`src/rtl/priv_cs_pkg.sv`:
```
package priv_cs_pkg;

    localparam int OFF_W      = 3;
    localparam logic [OFF_W-1:0] OFF_STATUS = 3'd0;
    localparam logic [OFF_W-1:0] OFF_DOOR   = 3'd1;
    localparam logic [OFF_W-1:0] OFF_MASK   = 3'd2;

    localparam int ST_PRIV_BIT = 0;
    localparam int ST_VIOL_BIT = 1;

    typedef struct packed {
        logic             rd;
        logic             wr_status;
        logic             wr_door;
        logic             wr_mask;
        logic [OFF_W-1:0] off;
    } reg_cmd_t;

    function automatic reg_cmd_t make_cmd(input logic hit, input logic qual,
                                          input logic rw, input logic [OFF_W-1:0] off);
        reg_cmd_t c;
        c.off       = off;
        c.rd        = hit && qual && rw;
        c.wr_status = hit && qual && !rw && (off == OFF_STATUS);
        c.wr_door   = hit && qual && !rw && (off == OFF_DOOR);
        c.wr_mask   = hit && qual && !rw && (off == OFF_MASK);
        return c;
    endfunction

endpackage

```
`src/rtl/pcs_decode.sv`:
```
module pcs_decode
    import priv_cs_pkg::*;
#(
    parameter int               ADDR_W   = 16,
    parameter logic [ADDR_W-1:0] WIN_BASE = 16'hBF80
) (
    input  logic              phi2,
    input  logic              rw,
    input  logic [ADDR_W-1:0] addr,
    output reg_cmd_t          cmd
);
    localparam int TAG_W = ADDR_W - OFF_W;

    logic hit;
    assign hit = (addr[ADDR_W-1:OFF_W] == WIN_BASE[ADDR_W-1:OFF_W]);
    assign cmd = make_cmd(hit, phi2, rw, addr[OFF_W-1:0]);

    initial begin
        assert (TAG_W > 0) else $error("address too narrow for window");
    end
endmodule

```
`src/rtl/pcs_regs.sv`:
```
module pcs_regs
    import priv_cs_pkg::*;
#(
    parameter int N_CS   = 8,
    parameter int DATA_W = 8
) (
    input  logic              clk,
    input  logic              rst,
    input  logic              phi2,
    input  reg_cmd_t          cmd,
    input  logic [DATA_W-1:0] din,
    input  logic [N_CS-1:0]   cs_in,
    output logic              priv,
    output logic [N_CS-1:0]   mask,
    output logic              door_fire,
    output logic [DATA_W-1:0] dout,
    output logic              dout_en
);
    logic viol;
    logic prot_hit;
    logic bad_wr;
    logic viol_clr;

    assign prot_hit  = phi2 && !priv && |(cs_in & mask);
    assign bad_wr    = !priv && (cmd.wr_status || cmd.wr_mask);
    assign viol_clr  = priv && cmd.wr_status && din[ST_VIOL_BIT];
    assign door_fire = cmd.wr_door;

    always_ff @(posedge clk) begin
        if (rst) begin
            priv <= 1'b1;
            mask <= '1;
            viol <= 1'b0;
        end else begin
            if (cmd.wr_door)
                priv <= 1'b1;
            else if (cmd.wr_status && priv)
                priv <= din[ST_PRIV_BIT];
            if (cmd.wr_mask && priv)
                mask <= din[N_CS-1:0];
            if (prot_hit || bad_wr)
                viol <= 1'b1;
            else if (viol_clr)
                viol <= 1'b0;
        end
    end

    always_comb begin
        dout = '0;
        if (cmd.rd) begin
            case (cmd.off)
                OFF_STATUS: begin
                    dout[ST_PRIV_BIT] = priv;
                    dout[ST_VIOL_BIT] = viol;
                end
                OFF_MASK: dout[N_CS-1:0] = mask;
                default:  dout = '0;
            endcase
        end
    end
    assign dout_en = cmd.rd;

    initial begin
        assert (N_CS <= DATA_W) else $error("mask wider than data bus");
    end

    // an unprivileged protected request latches the violation flag
    assert_prot_latch_R3: assert property (@(posedge clk) disable iff (rst)
        prot_hit |=> viol);
    // the flag only falls through a privileged clearing write
    assert_viol_sticky_R6: assert property (@(posedge clk) disable iff (rst)
        (viol && !viol_clr) |=> viol);
    // the mask cannot move while unprivileged
    assert_mask_locked_R9: assert property (@(posedge clk) disable iff (rst)
        !priv |=> $stable(mask));
    // the doorbell always leaves the unit privileged
    assert_door_priv_R7: assert property (@(posedge clk) disable iff (rst)
        cmd.wr_door |=> priv);
endmodule

```
`src/rtl/pcs_nmi.sv`:
```
module pcs_nmi #(
    parameter int NMI_CYC = 2
) (
    input  logic clk,
    input  logic rst,
    input  logic phi2,
    input  logic fire,
    output logic nmi_n
);
    localparam int CNT_W = $clog2(NMI_CYC + 1);

    logic [CNT_W-1:0] cnt;

    always_ff @(posedge clk) begin
        if (rst)
            cnt <= '0;
        else if (fire)
            cnt <= CNT_W'(NMI_CYC);
        else if (phi2 && cnt != '0)
            cnt <= cnt - 1'b1;
    end

    assign nmi_n = (cnt == '0);

    // a doorbell write pulls the line low at the next edge
    assert_nmi_start_R7: assert property (@(posedge clk) disable iff (rst)
        fire |=> !nmi_n);
    // release only at the close of a qualified cycle
    assert_nmi_release_R7: assert property (@(posedge clk) disable iff (rst)
        (!nmi_n && !phi2 && !fire) |=> !nmi_n);
endmodule

```
`src/rtl/pcs_gate.sv`:
```
module pcs_gate #(
    parameter int N_CS = 8
) (
    input  logic            clk,
    input  logic            rst,
    input  logic            phi2,
    input  logic            priv,
    input  logic [N_CS-1:0] mask,
    input  logic [N_CS-1:0] cs_in,
    output logic [N_CS-1:0] cs_out
);
    for (genvar i = 0; i < N_CS; i++) begin : g_line
        logic allow;
        assign allow = priv || !mask[i];

        always_ff @(posedge clk) begin
            if (rst)
                cs_out[i] <= 1'b0;
            else
                cs_out[i] <= phi2 && cs_in[i] && allow;
        end

        // protected line stays quiet while unprivileged
        assert_blocked_R3: assert property (@(posedge clk) disable iff (rst)
            (phi2 && !priv && mask[i] && cs_in[i]) |=> !cs_out[i]);
        // no select after a cycle without phi2
        assert_idle_R5: assert property (@(posedge clk) disable iff (rst)
            !phi2 |=> !cs_out[i]);
        // unprotected request always passes
        assert_pass_R4: assert property (@(posedge clk) disable iff (rst)
            (phi2 && !mask[i] && cs_in[i]) |=> cs_out[i]);
    end
endmodule

```
`src/rtl/priv_cs_unit.sv`:
```
module priv_cs_unit
    import priv_cs_pkg::*;
#(
    parameter int                ADDR_W   = 16,
    parameter int                DATA_W   = 8,
    parameter int                N_CS     = 8,
    parameter int                NMI_CYC  = 2,
    parameter logic [ADDR_W-1:0] WIN_BASE = 16'hBF80
) (
    input  logic              clk,
    input  logic              rst,
    input  logic              phi2,
    input  logic              rw,
    input  logic [ADDR_W-1:0] addr,
    input  logic [DATA_W-1:0] din,
    output logic [DATA_W-1:0] dout,
    output logic              dout_en,
    input  logic [N_CS-1:0]   cs_in,
    output logic [N_CS-1:0]   cs_out,
    output logic              nmi_n
);
    reg_cmd_t        cmd;
    logic            priv;
    logic [N_CS-1:0] mask;
    logic            door_fire;

    pcs_decode #(.ADDR_W(ADDR_W), .WIN_BASE(WIN_BASE)) u_decode (
        .phi2 (phi2),
        .rw   (rw),
        .addr (addr),
        .cmd  (cmd)
    );

    pcs_regs #(.N_CS(N_CS), .DATA_W(DATA_W)) u_regs (
        .clk       (clk),
        .rst       (rst),
        .phi2      (phi2),
        .cmd       (cmd),
        .din       (din),
        .cs_in     (cs_in),
        .priv      (priv),
        .mask      (mask),
        .door_fire (door_fire),
        .dout      (dout),
        .dout_en   (dout_en)
    );

    pcs_nmi #(.NMI_CYC(NMI_CYC)) u_nmi (
        .clk   (clk),
        .rst   (rst),
        .phi2  (phi2),
        .fire  (door_fire),
        .nmi_n (nmi_n)
    );

    pcs_gate #(.N_CS(N_CS)) u_gate (
        .clk    (clk),
        .rst    (rst),
        .phi2   (phi2),
        .priv   (priv),
        .mask   (mask),
        .cs_in  (cs_in),
        .cs_out (cs_out)
    );

    // quiet outputs in the cycle after reset
    assert_reset_quiet_R1: assert property (@(posedge clk)
        rst |=> (nmi_n && cs_out == '0));
endmodule

```
`config.mk`:
```
export PLATFORM = sky130hd
export DESIGN_NAME = priv_cs_unit
export DESIGN_NICKNAME = d
export VERILOG_FILES = /design/src/rtl/priv_cs_pkg.sv /design/src/rtl/pcs_decode.sv /design/src/rtl/pcs_regs.sv /design/src/rtl/pcs_nmi.sv /design/src/rtl/pcs_gate.sv /design/src/rtl/priv_cs_unit.sv
export SDC_FILE = /design/constraint.sdc
export NUM_CORES = 1
export LEC_CHECK = 0
export CORE_AREA = 2 2 47 49
export CTS_CLUSTER_SIZE = 30
export DETAILED_ROUTE_END_ITERATION = 8
export DIE_AREA = 0 0 49 51
export DONT_BUFFER_PORTS = 1
export PLACE_DENSITY = 0.68
export SETUP_SLACK_MARGIN = 0.05
export SYNTH_ARGS = -nofsm -noshare
export SYNTH_HDL_FRONTEND = slang
export SYNTH_SLANG_ARGS = --single-unit
```
`constraint.sdc`:
```
create_clock -name clk -period 1.94 [get_ports clk]
set_clock_uncertainty 0.05 [all_clocks]
set_input_delay 0.388 -clock clk [delete_from_list [all_inputs] [get_ports clk]]
set_output_delay 0.388 -clock clk [all_outputs]
set_load 0.005 [all_outputs]
```
# Word-level counts from Yosys, hierarchy flattened
# Index checks and enable logic that the tools add are counted.
dict set report totals {
  out_inout_bits 18
  word_cells 81
  rom_bits 0
  memories 0
  in_bits 36
  latch_bits 0
  ff_bits 20
  ramBits 0
}
dict set report op_classes {
  order_cmp 0
  n_eq_ne 3
  mux 7
  div_mod_pow 0
  reduce_logical 56
  bitwise_logic 1
  n_shift 0
  add_sub_neg 1
  mul 0
}
# cell n
set op_table {}
lappend op_table {{logical AND 1 bit} 29}
lappend op_table {{== test 13 bit, second input constant} 1}
lappend op_table {{logical NOT 1 bit} 10}
lappend op_table {{logical OR 1 bit} 10}
lappend op_table {{bitwise AND 8 bit} 1}
lappend op_table {{two-way mux 8 bit} 1}
lappend op_table {{OR reduction 8 bit} 1}
lappend op_table {{two-way mux 6 bit} 1}
lappend op_table {{nonzero test 2 bit} 3}
lappend op_table {{two-way mux 2 bit} 2}
lappend op_table {{one-hot mux 2 bit (2 select lines)} 1}
lappend op_table {{== test 3 x 1 -> 1 bit, second input constant} 1}
lappend op_table {{== test 3 x 2 -> 1 bit, second input constant} 1}
lappend op_table {{logical NOT 3 bit} 1}
lappend op_table {{logical NOT 2 bit} 1}
lappend op_table {{two-way mux 1 bit} 2}
lappend op_table {{OR reduction 2 bit} 1}
lappend op_table {{subtractor 2 x 1 -> 2 bit, second input constant} 1}

# Longest topological paths before layout
# Gate-level depths: netlist (run 1).
dict set report logic_depth {
  depth_word 8
  mapped_depth 6
  ltp_nobuf 6
}

# Hierarchy
# From an unflattened synthesis (run 1), not the netlist that was laid out.
dict set report unflattened {
  hier_cells 107
  area_unflattened_um2 1036.0
}
# module n_inst area_each_um2 seq_area_each_um2 cells_each
set modules_own_cells {}
lappend modules_own_cells {pcs_regs 1 528.0 200.2 57}
lappend modules_own_cells {pcs_gate 1 274.0 160.2 25}
lappend modules_own_cells {pcs_decode 1 127.6 0.0 14}
lappend modules_own_cells {pcs_nmi 1 106.4 40.0 11}

# Worst setup path before layout (run 1)
# No wires, ideal clock.
dict set report synth_path {
  path_type {input-to-output}
  startpoint {input addr[5]}
  endpoint {output dout[2]}
  path_buffers 0
  path_stages 3
  setup_slack_ns -0.155
  t_arrival_ns 1.657
  t_required_ns 1.502
  path_cell_list {or4b_4 -> nor4_2 -> and3_1}
}
dict set report synth_between {
  elab_chain_cells 4
}
# element line_no
set synth_lines {}
lappend synth_lines {{start: declaration} priv_cs_unit.sv:14} ;# input logic [ADDR_W-1:0] addr,
lappend synth_lines {{== test 13 bit} pcs_decode.sv:15} ;# assign hit = (addr[ADDR_W-1:OFF_W] == WIN_BASE[ADDR_W-1:OFF_W]);
lappend synth_lines {{logical AND 1 bit (2 in series)} priv_cs_pkg.sv:23} ;# c.rd = hit && qual && rw;
lappend synth_lines {{named net dout_en} priv_cs_unit.sv:17} ;# output logic dout_en,
lappend synth_lines {{two-way mux 8 bit} pcs_regs.sv:50} ;# if (cmd.rd) begin
lappend synth_lines {{end: declaration} priv_cs_unit.sv:16} ;# output logic [DATA_W-1:0] dout,
# The timed path passes the listed nets, and every way through them passes these cells.

# Worst setup path in the final report (run 1)
dict set report layout_path {
  startpoint {input addr[5]}
  endpoint {output dout[2]}
}
dict set report layout_between {
  elab_chain_cells 4
}
# element line_no
set layout_lines {}
lappend layout_lines {{== test 13 bit} pcs_decode.sv:15}
lappend layout_lines {{logical AND 1 bit (2 in series)} priv_cs_pkg.sv:23}
lappend layout_lines {{two-way mux 8 bit} pcs_regs.sv:50}
# Every way passes these cells.

==> results of run 1 <==
## report_power, final
part / switching (mW) / leakage [nW] / internal, mW
Sequential: 0.00590 / 0.163 / 0.423
Combinational: 0.0318 / 0.245 / 0.0282
Clock: 0.125 / 0.0138 / 0.0725
Total: 0.163 / 0.422 / 0.524
## layout make-up
| cell class | instances | area share |
|---|---|---|
| clock buffer | 3 | 0.0200 |
| inverter | 3 | 0.0100 |
| multi-input combinational | 75 | 0.524 |
| sequential | 20 | 0.356 |
| tap | 28 | 0.0312 |
| timing repair buffer | 7 | 0.0579 |
## synth_stat cells, types with 2 or more instances
cell | number | share of area
dfxtp_1 | 20 | 0.40
and3_1 | 15 | 0.094
nand2b_1 | 9 | 0.056
a311o_1 | 8 | 0.080
a21boi_1 | 6 | 0.045
a22oi_1 | 6 | 0.045
clkbuf_1 | 5 | 0.019
nor2b_1 | 4 | 0.025
a21oi_1 | 3 | 0.015
inv_1 | 3 | 0.011
a21boi_0 | 2 | 0.015
nand2_1 | 2 | 0.0075
nand3b_1 | 2 | 0.015
nor3_1 | 2 | 0.010
## cells by family after synthesis
| kind of cell | after synthesis | synth area share |
|---|---|---|
| AND/OR/NAND/NOR | 43 | 0.296 |
| adder cells (fa/ha/maj) | 1 | 0.0125 |
| XOR/XNOR | 1 | 0.00875 |
| AO/OA/AOI/OAI | 30 | 0.240 |
| flip-flops | 20 | 0.400 |
| buffers and inverters | 10 | 0.0425 |
## state kept, by name, summed over array words and instances, names as in the netlist
| signal | flops |
|---|---|
| u_gate.cs_out | 8 |
| u_regs.mask | 8 |
| u_nmi.cnt | 2 |
| u_regs.priv | 1 |
| u_regs.viol | 1 |
## what timing repair did
item,CTS,global route
pin swaps,0,0
resized for setup,1,6
setup endpoints to repair,9,8
buffers inserted,1,1
cloned,0,1
## routing by layer
metal  GRT usage  vias to the layer above
met1       0.219                      373
li1            -                      408
met2       0.311                       33
met4       0.110                        0
met3      0.0643                        6
met5           0                        -
## layout by cell type (no fill, tap or decap), types with 3 or more instances in the layout
master     n
nand2b_1   9
and3_1    14
a21boi_1   6
inv_1      3
clkbuf_4   3
a311o_1    8
buf_4      6
a22oi_1    6
dfxtp_1   20
a21oi_1    3
## worst max-delay path, delay by kind of cell
family / cells / cell delay [ns]
buffers and inverters: 1 / 0.19
and+or+nand+nor: 3 / 0.90
## metrics by stage
stage	TNS [ns]	power, mW
2_1_floorplan	0	0.488
3_3_place_gp	-0.0883	0.493
3_5_place_dp	-0.247	0.497
4_1_cts	0	0.689
5_1_grt	-0.0573	0.715
6_report	0	0.686
## final timing paths
check,endpoint,slack (ns)
max,dout[2],0.02
min,u_nmi.cnt[1]$_SDFFE_PP0P_,0.09
max reg2reg,u_regs.mask[1]$_SDFFE_PP1P_,0.46
min reg2reg,u_regs.viol$_SDFFE_PP0P_,0.49
==> metrics.md, run 1 <==
| Metric | Value |
|---|---|
| GRT overflow | `0` |
| Layout area overhead | `12.3%` |
| Ratio of cells with drive above 1 in the final layout | `0.167` |
| Vias in the first global route | `743` |
| Pwr dens | `611 nW/um^2` |
| Req. time, crit path | `1.50 ns` |
| Initial antenna violation count | `0` |
| Final instance area | `1120 um^2` |
| Reg clk slew, reported paths | `0.11 ns` |
| R2R cell count | `3` |
| Reg2reg start | `u_regs.priv$_SDFFE_PP1P_` |
| Async SR Flop Fraction | `0` |
| Largest net degree at the start of global routing | `23` |
| Drt pass-1 iters | `4` |
| Max VDD drop | `0.391 mV` |
| Unrepaired setup endpoints after global routing | `true` |
| Vias | `820` |
| Layout Utilization | `0.545` |
| M1 WL | `917 um` |
| CTS Buffer Depth | `2` |
| Hold_buf cts | `0` |
| Cell Count Post-Placement | `130` |
| Post-Syn Instances | `105` |
| Max-Slew Margin vs Limit | `0.651` |
| Max Freq | `0.522 GHz` |
| CTS H-tree depth | `1` |
| Post-synth EDFFs | `0` |
| Status | `finished, final reports clean` |
| Worst slew pin tran | `0.524 ns` |
| Final setup viols | `0` |
| Multi-input combinational cell area | `589 um^2` |
| Met2 wire length | `1.16 mm` |
| Avg Inst Size Synth | `9.53 um^2` |
| Yosys warning count | `0` |
| Routed wl met3 | `193 um` |
| Overall Global Routing Usage | `0.190` |
| Hold Slack | `0.0860 ns` |
| Crit path launch type | `primary input` |
| Initial core utilization | `0.485` |
| Clock Sinks | `20` |
| Core Rows | `17` |
| Core Footprint | `2060 um^2` |
| Tmin final | `1.92 ns` |
| Number of nets with antenna violations after routing | `0` |
| Final nets | `147` |
| # IOs | `54` |
| Crit end category | `primary output` |
| Pre-CTS setup slack | `-0.0490 ns` |
| FF+latch area | `400 um^2` |
| CTS tree | `yes` |
| WHS Path Cells | `1` |
| Placed cell area | `1060 um^2` |
| Worst path slowest cell | `or4b_4` |
| Slowest stage delay, CP | `0.54 ns` |
| Critical-path cell list | `or4b_4 > nor4_4 > buf_4 > and3_1` |
| Finished Layout Cells | `136` |
| N_diodes | `0` |
| Final wirelength | `2.34 mm` |
| CP arrival | `1.48 ns` |
| Final Max Tran Viols | `0` |
| Die Ht | `51 um` |
| Clock insertion delay at the later pin of the skew report | `0.30 ns` |
| Hold Crit Class | `in2reg` |
| Main synth FF type | `dfxtp_1` |
| Crit path launch | `addr[5]` |
| WS Path Type | `in2out` |
| Post-synthesis sequential area ratio | `0.400` |
| Max Cap Viol | `0` |
| CP max FO | `5` |
| Root Driver | `clkbuf_4` |
| Net Count, Synth | `142` |
| RePlAce Congestion | `0.749` |
| Hold Vio Cnt, Final | `0` |
| Port buffer count | `0` |
| Synth cell types | `32` |
| Synthesized area | `1000 um^2` |
| DRC | `0` |
| Global-route wire length before repair | `3.55 mm` |
| Fillers | `197` |
| Die width | `49 um` |
| Routed WL per cell | `17.2 um` |
| HP Start | `rst` |
| CTS buffer count | `3` |
| Top sig layer | `met4` |
| Final worst-path cycle share | `0.988` |
| FF+latch count, synth | `20` |
| Final worst slack | `0.0237 ns` |
| Die area | `2500 um^2` |
| Iteration-0 DRC Markers | `15` |
| Via density | `6.03` |
| Leakage | `0.422 nW` |
Power figures use the tool's default switching activity.
==> run 2, diff against run 1 <==
--- a/config.mk
+++ b/config.mk
@@ -5,12 +5,11 @@
 export SDC_FILE = /design/constraint.sdc
 export NUM_CORES = 1
 export LEC_CHECK = 0
-export CORE_AREA = 2 2 47 49
-export CTS_CLUSTER_SIZE = 30
+export BUFFER_PORTS_ARGS = -buffer_cell sky130_fd_sc_hd__buf_2
+export CORE_AREA = 2 2 54 56
 export DETAILED_ROUTE_END_ITERATION = 8
-export DIE_AREA = 0 0 49 51
-export DONT_BUFFER_PORTS = 1
-export PLACE_DENSITY = 0.68
+export DIE_AREA = 0 0 56 58
+export PLACE_DENSITY = 0.72
 export SETUP_SLACK_MARGIN = 0.05
 export SYNTH_ARGS = -nofsm -noshare
 export SYNTH_HDL_FRONTEND = slang
==> metrics.md, run 2 (synthesized netlist as in run 1, its figures left out) <==
| Metric | Value |
|---|---|
| DRC | `0 (unchanged)` |
| Req. time, crit path | `1.50 ns (about the same)` |
| Final setup viols | `9 (+9)` |
| Vias | `1,016 (+24%)` |
| Via density | `5.26 (-13%)` |
| Root Driver | `clkbuf_4` |
| Final wirelength | `2.45 mm (+4.9%)` |
| Leakage | `0.666 nW (+58%)` |
| Unrepaired setup endpoints after global routing | `true` |
| RePlAce Congestion | `0.788 (+5.3%)` |
| Drt pass-1 iters | `4 (unchanged)` |
| Status | `finished, violations left` |
| Clock insertion delay at the later pin of the skew report | `0.29 ns (about the same)` |
| Die area | `3250 um^2 (+30%)` |
| Sum Neg Setup Slack | `-1.15 ns (-1.15 ns)` |
| Final worst slack | `-0.157 ns (-0.181 ns)` |
| Most frequent cells in the layout | `buf_2, dfxtp_1, and3_1` |
| Iteration-0 DRC Markers | `32 (+17)` |
| Pre-CTS setup slack | `-0.191 ns (-0.142 ns)` |
| Max Cap Viol | `0 (unchanged)` |
| CTS tree | `yes` |
| Final worst-path cycle share | `1.08 (+0.0933)` |
| Clock Sinks | `20 (unchanged)` |
| Max VDD drop | `0.429 mV (+9.8%)` |
| Global-route wire length before repair | `4.19 mm (+18%)` |
| Hold Crit Class | `in2reg` |
| Core Footprint | `2660 um^2 (+29%)` |
| Final nets | `200 (+36%)` |
| Hold Vio Cnt, Final | `0 (unchanged)` |
| Top sig layer | `met4` |
| CTS Buffer Depth | `2 (unchanged)` |
| Ratio of cells with drive above 1 in the final layout | `0.432 (+0.265)` |
| CP max FO | `9 (+4)` |
| Reg clk slew, reported paths | `0.11 ns (about the same)` |
| CTS H-tree depth | `1 (unchanged)` |
| WS Path Type | `in2out` |
| Max-Slew Margin vs Limit | `0.652 (+0.00102)` |
| Worst slew pin tran | `0.522 ns (-0.00154 ns)` |
| Hold_buf cts | `0 (unchanged)` |
| GRT overflow | `0 (unchanged)` |
| Port buffer count | `53 (+53)` |
| N_diodes | `0 (unchanged)` |
| HPWL Detailed | `1.94 mm` |
| Routed wl met3 | `157 um (-19%)` |
| Final Max Tran Viols | `0 (unchanged)` |
| CP arrival | `1.66 ns (+0.18 ns)` |
| Crit end category | `primary output` |
| Biggest regs | `u_gate.cs_out: 8 flops, u_regs.mask: 8 flops, u_nmi.cnt: 2 flops` |
| Routed WL per cell | `12.7 um (-26%)` |
| Crit path launch type | `primary input` |
| Max Freq | `0.477 GHz (-8.6%)` |
| Vias in the first global route | `1,009 (+36%)` |
| Largest net degree at the start of global routing | `17 (-26%)` |
| # IOs | `54 (unchanged)` |
| Die Ht | `58 um (+14%)` |
| Pwr dens | `557 nW/um^2 (-8.8%)` |
| Met2 wire length | `1.20 mm (+3.9%)` |
| Initial core utilization | `0.376 (-0.109)` |
| Tmin final | `2.10 ns (+0.181 ns)` |
| Core Rows | `19 (+2)` |
| Number of nets with antenna violations after routing | `0 (unchanged)` |
| Failing checks | `setup timing` |
| CTS buffer count | `3 (unchanged)` |
| Die width | `56 um (+14%)` |
| Initial antenna violation count | `0 (unchanged)` |
| Most common library cell in the layout ignoring fill and taps | `buf_2` |
| Overall Global Routing Usage | `0.159 (-0.0311)` |
| M1 WL | `1.07 mm (+16%)` |
| Layout area overhead | `39.4%` |
## run 2: metrics by stage
stage                     utilization  cells  hold WS [ns]  cell area (um^2)  power (mW)
after detailed placement        0.504    188         0.474              1340       0.548
after global routing            0.524    193         0.265              1400       0.813
after CTS                       0.524    193         0.268              1400       0.788
after global placement          0.504    188         0.472              1340       0.544
after floorplan                     -    105         0.444              1010       0.488
final                           0.524    193         0.274              1400       0.777
## run 2: path summary, 6_finish.rpt
| path | cells past startpoint | from | slack [ns] | to |
|---|---|---|---|---|
| setup / recovery | 6 | addr[5] | -0.16 | dout[1] |
| hold / removal | 2 | din[5] | 0.27 | u_regs.mask[5]$_SDFFE_PP1P_ |
| setup reg to reg | 3 | u_regs.priv$_SDFFE_PP1P_ | 0.44 | u_regs.mask[2]$_SDFFE_PP1P_ |
| hold reg to reg | 2 | u_nmi.cnt[0]$_SDFFE_PP0P_ | 0.51 | u_nmi.cnt[0]$_SDFFE_PP0P_ |
## run 2: report_power, final
| part | switching (mW) | internal [mW] |
|---|---|---|
| clock network | 0.124 | 0.114 |
| registers | 0.00424 | 0.423 |
| logic | 0.0522 | 0.0595 |
## run 2: what timing repair did
item,4_1_cts,5_1_grt
hold endpoints to repair,0,0
setup endpoints to repair,9,9
setup buffers,1,0
resized for setup,2,0
## run 2: cell type report
cell class / count / area [um^2]
timing repair buffer: 60 / 337
sequential: 20 / 400
inverter: 3 / 11.3
multi-input combinational: 75 / 572
clock buffer: 4 / 36.3
tap: 31 / 38.8
fill: 258 / 1270
## run 2: per-layer routing
layer  vias up  GRT usage
met3         2     0.0179
met4         0     0.0612
met1       461      0.193
li1        511          -
met5         -          0
met2        42      0.291
## run 2: worst max-delay path: stages
cell and delay [ns]:
buf_6 0.09, or4b_4 0.57, nor4_4 0.15, buf_4 0.19, nor2b_2 0.16, buf_2 0.12
